## src/rtl/throttle_pkg.sv

```systemverilog
package throttle_pkg;

    // Source that supplies the duty count for the current period
    typedef enum logic [1:0] {
        MODE_OFF   = 2'd0,
        MODE_NORM  = 2'd1,
        MODE_THERM = 2'd2
    } thr_mode_e;

    localparam int unsigned THR_PHASE_W     = 3;
    localparam int unsigned THR_SYNC_STAGES = 2;

endpackage

```

## src/rtl/thr_sync.sv

```systemverilog
module thr_sync #(
    parameter int unsigned STAGES    = 2,
    parameter bit          RESET_VAL = 1'b1
) (
    input  logic clk,
    input  logic rst_n,
    input  logic async_in,
    output logic sync_out
);

    typedef struct packed {
        logic [STAGES-1:0] chain;
    } sync_state_t;

    sync_state_t st_d, st_q;

    always_comb begin
        st_d = st_q;
        st_d.chain[0] = async_in;
        for (int i = 1; i < int'(STAGES); i++) begin
            st_d.chain[i] = st_q.chain[i-1];
        end
    end

    always_ff @(posedge clk or negedge rst_n) begin
        if (!rst_n) begin
            st_q.chain <= {STAGES{RESET_VAL}};
        end else begin
            st_q <= st_d;
        end
    end

    assign sync_out = st_q.chain[STAGES-1];

endmodule

```

## src/rtl/thr_duty_sel.sv

```systemverilog
module thr_duty_sel
    import throttle_pkg::*;
#(
    parameter int unsigned DUTY_W = 3
) (
    input  logic              norm_en,
    input  logic [DUTY_W-1:0] norm_duty,
    input  logic              therm_act,
    input  logic [DUTY_W-1:0] therm_duty,
    output logic [DUTY_W-1:0] sel_duty
);

    thr_mode_e mode;

    // Thermal request outranks the software request
    always_comb begin
        if (therm_act) begin
            mode = MODE_THERM;
        end else if (norm_en) begin
            mode = MODE_NORM;
        end else begin
            mode = MODE_OFF;
        end
    end

    always_comb begin
        unique case (mode)
            MODE_THERM: sel_duty = therm_duty;
            MODE_NORM:  sel_duty = norm_duty;
            default:    sel_duty = '0;
        endcase
    end

endmodule

```

## src/rtl/thr_period_ctr.sv

```systemverilog
module thr_period_ctr #(
    parameter int unsigned PHASE_W = 3
) (
    input  logic               clk,
    input  logic               rst_n,
    input  logic               tick_en,
    input  logic               full_on,
    input  logic [PHASE_W-1:0] sel_duty,
    output logic               slot_tick,
    output logic [PHASE_W-1:0] slot,
    output logic [PHASE_W-1:0] duty_now
);

    typedef struct packed {
        logic [PHASE_W-1:0] phase;
        logic [PHASE_W-1:0] duty;
    } ctr_state_t;

    ctr_state_t st_d, st_q;
    logic       boundary;

    always_comb begin
        st_d      = st_q;
        boundary  = (st_q.phase == '0);
        duty_now  = boundary ? sel_duty : st_q.duty;
        slot_tick = tick_en && full_on;
        slot      = st_q.phase;
        if (!full_on) begin
            st_d.phase = '0;
        end else if (tick_en) begin
            st_d.phase = st_q.phase + 1'b1;
            st_d.duty  = duty_now;
        end
    end

    always_ff @(posedge clk or negedge rst_n) begin
        if (!rst_n) begin
            st_q <= '0;
        end else begin
            st_q <= st_d;
        end
    end

    // Each tick in full-on advances the slot index by one, wrapping
    p_phase_step_r1: assert property (@(posedge clk) disable iff (!rst_n)
        (tick_en && full_on) |=> (st_q.phase == $past(st_q.phase) + 1'b1));

    // Leaving full-on returns the slot index to the start of a period
    p_phase_clear_r7: assert property (@(posedge clk) disable iff (!rst_n)
        !full_on |=> (st_q.phase == '0));

    // The latched duty only moves on a slot-0 tick
    p_duty_hold_r9: assert property (@(posedge clk) disable iff (!rst_n)
        !(tick_en && full_on && st_q.phase == '0) |=> $stable(st_q.duty));

endmodule

```

## src/rtl/thr_stop_out.sv

```systemverilog
module thr_stop_out #(
    parameter int unsigned PHASE_W = 3
) (
    input  logic               clk,
    input  logic               rst_n,
    input  logic               full_on,
    input  logic               slot_tick,
    input  logic [PHASE_W-1:0] slot,
    input  logic [PHASE_W-1:0] duty_now,
    output logic               stpclk_n
);

    typedef struct packed {
        logic stop;
    } out_state_t;

    out_state_t st_d, st_q;

    always_comb begin
        st_d = st_q;
        if (!full_on) begin
            st_d.stop = 1'b0;
        end else if (slot_tick) begin
            st_d.stop = (slot < duty_now);
        end
    end

    always_ff @(posedge clk or negedge rst_n) begin
        if (!rst_n) begin
            st_q <= '0;
        end else begin
            st_q <= st_d;
        end
    end

    assign stpclk_n = ~st_q.stop;

    // Request released in the cycle after full-on is lost
    p_idle_high_r7: assert property (@(posedge clk) disable iff (!rst_n)
        !full_on |=> stpclk_n);

    // Between ticks the request holds its level
    p_hold_r11: assert property (@(posedge clk) disable iff (!rst_n)
        (full_on && !slot_tick) |=> $stable(stpclk_n));

    // A zero duty never produces a stop pulse
    p_zero_duty_r2: assert property (@(posedge clk) disable iff (!rst_n)
        (slot_tick && duty_now == '0) |=> stpclk_n);

    // Slot 0 with a nonzero duty always stops the clock
    p_first_slot_r2: assert property (@(posedge clk) disable iff (!rst_n)
        (slot_tick && slot == '0 && duty_now != '0) |=> !stpclk_n);

endmodule

```

## src/rtl/throttle_gen.sv

```systemverilog
module throttle_gen
    import throttle_pkg::*;
#(
    parameter int unsigned PHASE_W     = THR_PHASE_W,
    parameter int unsigned SYNC_STAGES = THR_SYNC_STAGES
) (
    input  logic               clk,
    input  logic               rst_n,
    input  logic               tick_en,
    input  logic               full_on,
    input  logic               norm_en,
    input  logic [PHASE_W-1:0] norm_duty,
    input  logic               therm_en,
    input  logic               therm_n,
    input  logic [PHASE_W-1:0] therm_duty,
    output logic               stpclk_n
);

    logic               therm_n_sync;
    logic               therm_act;
    logic [PHASE_W-1:0] sel_duty;
    logic               slot_tick;
    logic [PHASE_W-1:0] slot;
    logic [PHASE_W-1:0] duty_now;

    thr_sync #(
        .STAGES    (SYNC_STAGES),
        .RESET_VAL (1'b1)
    ) u_therm_sync (
        .clk      (clk),
        .rst_n    (rst_n),
        .async_in (therm_n),
        .sync_out (therm_n_sync)
    );

    assign therm_act = therm_en && !therm_n_sync;

    thr_duty_sel #(
        .DUTY_W (PHASE_W)
    ) u_duty_sel (
        .norm_en    (norm_en),
        .norm_duty  (norm_duty),
        .therm_act  (therm_act),
        .therm_duty (therm_duty),
        .sel_duty   (sel_duty)
    );

    thr_period_ctr #(
        .PHASE_W (PHASE_W)
    ) u_period (
        .clk       (clk),
        .rst_n     (rst_n),
        .tick_en   (tick_en),
        .full_on   (full_on),
        .sel_duty  (sel_duty),
        .slot_tick (slot_tick),
        .slot      (slot),
        .duty_now  (duty_now)
    );

    thr_stop_out #(
        .PHASE_W (PHASE_W)
    ) u_out (
        .clk       (clk),
        .rst_n     (rst_n),
        .full_on   (full_on),
        .slot_tick (slot_tick),
        .slot      (slot),
        .duty_now  (duty_now),
        .stpclk_n  (stpclk_n)
    );

    // With the thermal alarm in force, a slot-0 tick picks up the thermal count
    p_therm_wins_r5: assert property (@(posedge clk) disable iff (!rst_n)
        (slot_tick && slot == '0 && therm_act) |-> (duty_now == therm_duty));

    // Neither source active: slot-0 tick sees a zero duty
    p_no_source_r6: assert property (@(posedge clk) disable iff (!rst_n)
        (slot_tick && slot == '0 && !therm_act && !norm_en) |-> (duty_now == '0));

endmodule

```

## config.mk

```make
export PLATFORM = sky130hd
export DESIGN_NAME = throttle_gen
export DESIGN_NICKNAME = d
export VERILOG_FILES = /design/src/rtl/throttle_pkg.sv /design/src/rtl/thr_sync.sv /design/src/rtl/thr_duty_sel.sv /design/src/rtl/thr_period_ctr.sv /design/src/rtl/thr_stop_out.sv /design/src/rtl/throttle_gen.sv
export SDC_FILE = /design/constraint.sdc
export NUM_CORES = 1
export LEC_CHECK = 0
export BUFFER_PORTS_ARGS = -buffer_cell sky130_fd_sc_hd__buf_2
export CELL_PAD_IN_SITES_DETAIL_PLACEMENT = 0
export CELL_PAD_IN_SITES_GLOBAL_PLACEMENT = 2
export CORE_AREA = 5 5 48 50
export CTS_BUF_LIST = sky130_fd_sc_hd__clkbuf_4 sky130_fd_sc_hd__clkbuf_8
export DETAILED_ROUTE_END_ITERATION = 6
export DIE_AREA = 0 0 53 55
export GPL_ROUTABILITY_DRIVEN = 0
export GPL_TIMING_DRIVEN = 1
export PLACE_DENSITY = 0.86
export SLEW_MARGIN = 0
export SYNTH_ARGS = -nofsm -noshare
export SYNTH_HDL_FRONTEND = slang
export SYNTH_HIERARCHICAL = 1
export SYNTH_SLANG_ARGS = --single-unit
```

## constraint.sdc

```tcl
create_clock -name clk -period 2.5 [get_ports clk]
set_input_delay 0.125 -clock clk [delete_from_list [all_inputs] [get_ports clk]]
set_output_delay 0.125 -clock clk [all_outputs]
set_load 0.01 [all_outputs]
```

==> out/results.md, run 1 <==
• **data arrival time at the worst-slack endpoint** 2.19 ns
• **clock tree from TritonCTS** yes
• **Clock Sinks** 9
• **cell taking the most area after synthesis** sky130_fd_sc_hd__dfrtp_1
• **Vias** 396
• **horizontal die dimension** 53 microns
• **post-synthesis instance area** 587 sq um
• **Synth area leaders** sky130_fd_sc_hd__dfrtp_1 (30%), sky130_fd_sc_hd__dfstp_2 (9.0%), sky130_fd_sc_hd__ha_1 (8.5%)
• **Critical Setup Path Class** reg -> reg
• **drt via density** 4.21
• **cell count after synthesis** 51
• **mean post-synth cell area** 11.5 sq um
• **setup repair after global routing missed its margin** no
• **dpl cell area** 663 sq um
• **Inserted Diodes** 0
• **most repeated cell in the gate-level netlist after synthesis** sky130_fd_sc_hd__dfrtp_1
• **Worst Tran Pin Value** 0.213 ns
• **cell depth of the worst hold path** 3
• **TritonCTS Buffers** 3
• **CP Launch Type** flop
• **fraction of the cycle the final worst path needs** 80.7%
• **pin count of the biggest net entering global routing** 10
• **number of nets in the synthesized netlist** 68
• **Reg2Reg Launch Point** u_period/slot[0]
• **first-pass GRT wire length** 1660 microns
• **wire length per cell** 10.5 microns
• **areal power density over the cells** 561 mW/mm^2
• **result of the run** complete, no violations
• **number of pins exceeding their max-slew limit in the final report** 0
• **post-layout power** 0.000400 W
• **number of enable flip-flop cells after synthesis** 0
• **Req. time, crit path** 2.67 ns
• **Initial Util** 31.5%
• **residual overflow from global routing** 0
• **final routed wirelength across all metal layers** 984 microns
• **FFs w/ async S/R, synth** 100%
• **top-level I/O count** 14
• **endpoint of the lowest-slack register-to-register path** u_out/st_q
• **Yosys top cell area share** 29.9%
• **worst voltage drop across the vdd grid** 196 uV
• **Unique masters post-synth** 23
• **count of endpoints failing setup in the final report** 0
• **H-tree levels** 1
• **half-perimeter wire length after detailed placement** 786 microns
• **height of the die** 55 microns
• **GRT Total Usage** 8.50%
• **final setup skew** 0.00352 ns
• **clock root buffer** sky130_fd_sc_hd__clkbuf_4
• **core box area** 0.00186 sq mm
• **number of antenna violations at the first check in global routing** 0
• **DRC violation count after routing** 0
• **cell row count** 16
• **highest clock rate** 0.495 GHz
• **leakage** 0.355 nW
• **ranking of synthesized cells by instance count** sky130_fd_sc_hd__dfrtp_1 (7), sky130_fd_sc_hd__inv_1 (6), sky130_fd_sc_hd__ha_1 (4)
• **number of cells on the worst reg-to-reg path** 9
• **endpoint class of the critical path** flop
• **Net count, final** 85
• **detailed-router iteration count before antenna repair** 3
• **Worst-Skew Late Latency** 0.26 ns
• **Seq/Total Area, Yosys** 38.8%
• **post-cts sizing count** 0
• **area overhead of the layout relative to synthesis** 21.5%
• **number of maximum-capacitance violations** 0
• **Port Buffer Count** 13
• **number of fill cells** 192
• **max_slew headroom** 85.6%
• **Register-to-Register Setup Slack** 0.48 ns
• **post-route ant nets** 0
• **Non-Filler Cell Area, Final** 713 sq um
• **Post-Route Setup TNS** 0 ns
• **via count of the first global-routing pass** 411
• **class of the most critical hold timing path** in -> reg
• **clock-pin slew reported for the worst setup and hold paths after clock tree synthesis** 0.06 ns
• **terminating pin of the worst hold path** u_out/st_q
• **post-route minimum period** 2.02 ns
• **number of hold violations in the final report** 0
• **First DRT Iteration DRCs** 2
• **layout cells sized above 1** 47.8%
• **worst slack on hold paths** 0.174 ns
• **number of flip-flops and latches in the synthesized netlist** 9
• **warning count from the yosys run** 6
• **Die Footprint** 0.00292 sq mm
• **hold path start** full_on
• **Bufs on Longest Clock Path** 2
• **most frequently used flop master after synthesis** sky130_fd_sc_hd__dfrtp_1
• **CP max FO** 4
-- state kept, by name, indices dropped and copies added (netlist names) --
signal             flops
u_period/slot          3
u_period/st_q          3
u_therm_sync/st_q      2
u_out/st_q             1
-- cell usage in the layout (no fill, tap or decap) --
master,instances
sky130_fd_sc_hd__buf_2,13
sky130_fd_sc_hd__xnor2_1,1
sky130_fd_sc_hd__inv_1,6
sky130_fd_sc_hd__nor3b_2,1
sky130_fd_sc_hd__dlygate4sd3_1,2
sky130_fd_sc_hd__clkbuf_4,4
sky130_fd_sc_hd__a21oi_1,1
sky130_fd_sc_hd__ha_1,4
sky130_fd_sc_hd__o31ai_2,1
sky130_fd_sc_hd__and2_2,1
sky130_fd_sc_hd__nor2b_2,1
sky130_fd_sc_hd__mux2_4,3
sky130_fd_sc_hd__a22o_1,2
sky130_fd_sc_hd__mux2i_1,1
sky130_fd_sc_hd__dfrtp_1,7
sky130_fd_sc_hd__dfstp_2,2
sky130_fd_sc_hd__and2b_1,1
sky130_fd_sc_hd__nand4b_4,1
sky130_fd_sc_hd__nand2_1,3
sky130_fd_sc_hd__nor2_1,3
sky130_fd_sc_hd__a21bo_2,1
sky130_fd_sc_hd__nand3b_1,2
sky130_fd_sc_hd__nor2b_4,1
sky130_fd_sc_hd__mux2_2,3
sky130_fd_sc_hd__o21ai_0,2
-- report_power, final --
part	total (W)	leakage, nW	switching, W	internal, W
combinational	0.000102	0.224	0.0000418	0.0000605
clock	0.000120	0.0184	0.0000481	0.0000722
sequential	0.000178	0.113	0.0000119	0.000166
-- what timing repair did --
action / 4_1_cts / 5_1_grt
endpoints found under the setup margin: 0 / 0
buffers inserted: 0 / 0
hold endpoints to repair: 10 / 0
hold buffers: 2 / 0
-- how the worst max path moves through the flow --
stage,end,slack (ns),cells past startpoint,startpoint
2_1_floorplan,u_out/st_q,0.62,9,u_period/slot[0]
3_5_place_dp,u_out/st_q,0.48,9,u_period/slot[0]
6_report,u_out/st_q,0.48,9,u_period/slot[0]
4_1_cts,u_out/st_q,0.46,9,u_period/slot[0]
5_1_grt,u_out/st_q,0.35,9,u_period/slot[0]
3_3_place_gp,u_out/st_q,0.49,9,u_period/slot[0]
-- critical path: stages (launching register included) --
cell	delay (ns)
sky130_fd_sc_hd__dfrtp_1	0.43
sky130_fd_sc_hd__inv_1	0.08
sky130_fd_sc_hd__ha_1	0.20
sky130_fd_sc_hd__and2b_1	0.21
sky130_fd_sc_hd__mux2_2	0.34
sky130_fd_sc_hd__inv_1	0.06
sky130_fd_sc_hd__ha_1	0.22
sky130_fd_sc_hd__o21ai_0	0.14
sky130_fd_sc_hd__nor2_1	0.06
sky130_fd_sc_hd__o31ai_2	0.20
-- cells by family after synthesis --
| logic type | count (synthesis) | synth area share, % |
|---|---|---|
| simple gates | 14 | 19.0 |
| buf+inv | 9 | 7.68 |
| flops | 9 | 38.8 |
| compound gates | 7 | 9.38 |
| mux | 7 | 15.1 |
| fa+ha+maj | 4 | 8.53 |
| xor+xnor | 1 | 1.49 |
-- metrics by stage --
stage | setup slack [ns] | utilization [%] | instances
detailed placement | 0.478 | 35.6 | 88
finish | 0.481 | 38.3 | 94
global route | 0.349 | 38.3 | 94
CTS | 0.458 | 38.3 | 94
floorplan | 0.621 | - | 51
global placement | 0.486 | 35.6 | 88
-- layer usage --
layer	track usage [%]	routed length (microns)	vias to the layer above
met5	0	0	-
met4	8.94	10	0
met3	2.68	100	2
met2	13.2	439	12
met1	8.81	434	179
li1	-	-	203
-- layout make-up --
class | count | area (sq um) | area share (%)
clock buffer | 4 | 30.0 | 4.21
sequential | 9 | 228 | 31.9
timing repair buffer | 15 | 85.1 | 11.9
tap | 27 | 33.8 | 4.74
inverter | 6 | 22.5 | 3.16
multi-input combinational | 33 | 314 | 44.0
Power figures use the tool's default switching activity.
==> inputs of run 2 (changes only) <==
Clock period 2.5 ns to 2 ns, I/O delays scaled along.
==> out/results.md, run 2 (same netlist as run 1, synthesis figures left out) <==
• **most common library cell in the layout ignoring fill and taps** sky130_fd_sc_hd__buf_2
• **clock group share of total power** 28.1%, -2.0 points
• **TritonCTS Buffers** 3, unchanged
• **internal power of the cells** 0.000371 W, +24%
• **clock root buffer** sky130_fd_sc_hd__clkbuf_4
• **Initial Util** 31.5%, unchanged
• **Switching Share** 27.8%, +2.3 points
• **Clock Sinks** 9, unchanged
• **Place WS** 0.0528 ns, -0.425 ns
• **highest clock rate** 0.520 GHz, +5.0%
• **H-tree levels** 1, unchanged
• **endpoint class of the critical path** flop
• **core box area** 0.00186 sq mm, unchanged
• **Critical Setup Path Class** reg -> reg
• **horizontal die dimension** 53 microns, unchanged
• **height of the die** 55 microns, unchanged
• **Worst-Skew Late Latency** 0.26 ns, about the same
• **fraction of the cycle the final worst path needs** 96.1%, +15 points
• **post-route minimum period** 1.92 ns, -0.0963 ns
• **First DRT Iteration DRCs** 3, +1
• **pin count of the biggest net entering global routing** 10, unchanged
• **number of fill cells** 197, +2.6%
• **residual overflow from global routing** 0, unchanged
• **final routed wirelength across all metal layers** 1050 microns, +7.1%
• **area overhead of the layout relative to synthesis** 26.9%
• **clock-pin slew reported for the worst setup and hold paths after clock tree synthesis** 0.07 ns, about the same
• **first-pass GRT wire length** 1700 microns, +2.5%
• **Port Buffer Count** 13, unchanged
• **most used cells in the layout excluding fill and tap cells** sky130_fd_sc_hd__buf_2 (13), sky130_fd_sc_hd__dfrtp_1 (7), sky130_fd_sc_hd__inv_1 (6)
• **cell row count** 16, unchanged
• **count of endpoints failing setup in the final report** 0, unchanged
• **Bufs on Longest Clock Path** 2, unchanged
• **Global Route met1 Usage** 10.6%, +1.8 points
• **Flop pwr share** 42.8%, -1.6 points
• **number of maximum-capacitance violations** 0, unchanged
• **layout cells sized above 1** 53.5%, +5.8 points
• **Inserted Diodes** 0, unchanged
• **clock tree from TritonCTS** yes
• **switching power** 0.000143 W, +40%
• **post-route ant nets** 0, unchanged
• **cell depth of the worst hold path** 3, unchanged
• **detailed-router iteration count before antenna repair** 4, +1
• **result of the run** complete, no violations
• **data arrival time at the worst-slack endpoint** 2.09 ns, -0.10 ns
• **number of pins exceeding their max-slew limit in the final report** 0, unchanged
• **Worst Tran Pin Value** 0.246 ns, +0.0325 ns
• **drt via density** 4.31, +2.2%
• **final setup skew** 0.00419 ns, +0.000670 ns
• **global routing usage on met3** 2.41%, -0.27 points
• **number of hold violations in the final report** 0, unchanged
• **areal power density over the cells** 690 mW/mm^2, +23%
• **Net count, final** 89, +4.7%
• **CP Launch Type** flop
• **post-layout power** 0.000513 W, +28%
• **max_slew headroom** 83.4%, -2.2 points
• **top-level I/O count** 14, unchanged
• **Req. time, crit path** 2.17 ns, -0.50 ns
• **leakage** 0.373 nW, +5.1%
• **most heavily used metal layer in global routing** met2
• **DRC violation count after routing** 0, unchanged
• **class of the most critical hold timing path** in -> reg
• **final setup slack of the worst path** 0.0776 ns, -0.404 ns
• **Vias** 422, +6.6%
• **number of antenna violations at the first check in global routing** 0, unchanged
• **number of cells on the worst reg-to-reg path** 9, unchanged
• **worst voltage drop across the vdd grid** 311 uV, +58%
• **share of total power in combinational logic** 29.1%, +3.5 points
• **via count of the first global-routing pass** 404, -1.7%
• **met2 track demand over resource** 12.4%, -0.83 points
• **Non-Filler Cell Area, Final** 744 sq um, +4.4%
• **half-perimeter wire length after detailed placement** 804 microns, +2.2%
• **dpl cell area** 678 sq um, +2.3%
• **CP max FO** 4, unchanged
• **wire length per cell** 10.8 microns, +2.7%
• **Die Footprint** 0.00292 sq mm, unchanged
• **GRT Total Usage** 8.16%, -0.34 points
## run 2: cell type report
cell class	count	area (sq um)	share of cell area (%)
clock buffers	3	22.5	3.03
clock inverters	1	5.00	0.672
inverters	6	22.5	3.03
multi-input cells	33	318	42.7
flip-flops and latches	9	228	30.6
well taps	27	33.8	4.54
repair buffers	19	115	15.5
## run 2: repair_timing
action / in CTS / in global routing
gates resized for setup: 0 / 3
endpoints found under the hold margin: 10 / 0
hold buffers: 2 / 0
setup buffers: 0 / 2
endpoints found under the setup margin: 0 / 1
## run 2: through the flow
| stage | hold WS (ns) | instances | utilization, % | setup TNS (ns) |
|---|---|---|---|---|
| after floorplan | -0.196 | 51 | - | 0 |
| after global placement | -0.0377 | 90 | 36.4 | 0 |
| after detailed placement | -0.0287 | 90 | 36.4 | 0 |
| after CTS | 0.143 | 96 | 39.0 | 0 |
| after global routing | 0.145 | 98 | 40.0 | -0.0350 |
| final | 0.150 | 98 | 40.0 | 0 |
## run 2: metal layers
layer  share of wire [%]  up-vias
met2                  45       14
met3                 7.8        2
li1                    -      212
met5                   0        -
met1                  46      194
met4                 1.1        0
## run 2: path summary, 6_finish.rpt
check | from | to | slack (ns)
min in group asynchronous | rst_n | u_period/slot[0] | 0.21
max reg2reg | u_period/slot[1] | u_out/st_q | 0.08
min | full_on | u_out/st_q | 0.15
max in group asynchronous | rst_n | u_therm_sync/st_q[1] | 1.54
max | u_period/slot[1] | u_out/st_q | 0.08
min reg2reg | u_therm_sync/st_q[0] | u_therm_sync/st_q[1] | 0.36
## run 2: critical path, stage by stage, from the launching register on
cell and delay [ns]:
sky130_fd_sc_hd__dfrtp_1 0.41, sky130_fd_sc_hd__inv_1 0.08, sky130_fd_sc_hd__ha_2 0.17, sky130_fd_sc_hd__and2b_2 0.17
sky130_fd_sc_hd__mux2_2 0.33, sky130_fd_sc_hd__inv_1 0.06, sky130_fd_sc_hd__ha_1 0.22, sky130_fd_sc_hd__o21ai_1 0.12
sky130_fd_sc_hd__nor2_1 0.06, sky130_fd_sc_hd__o31ai_2 0.21
## run 2: power groups by stage
stage / sequential, W / combinational, W / clock [W]
after floorplan: 0.000221 / 0.0000996 / 0
after global routing: 0.000221 / 0.000167 / 0.000163
after detailed placement: 0.000223 / 0.000136 / 0
after global placement: 0.000222 / 0.000135 / 0
final: 0.000220 / 0.000149 / 0.000144
after CTS: 0.000220 / 0.000140 / 0.000153
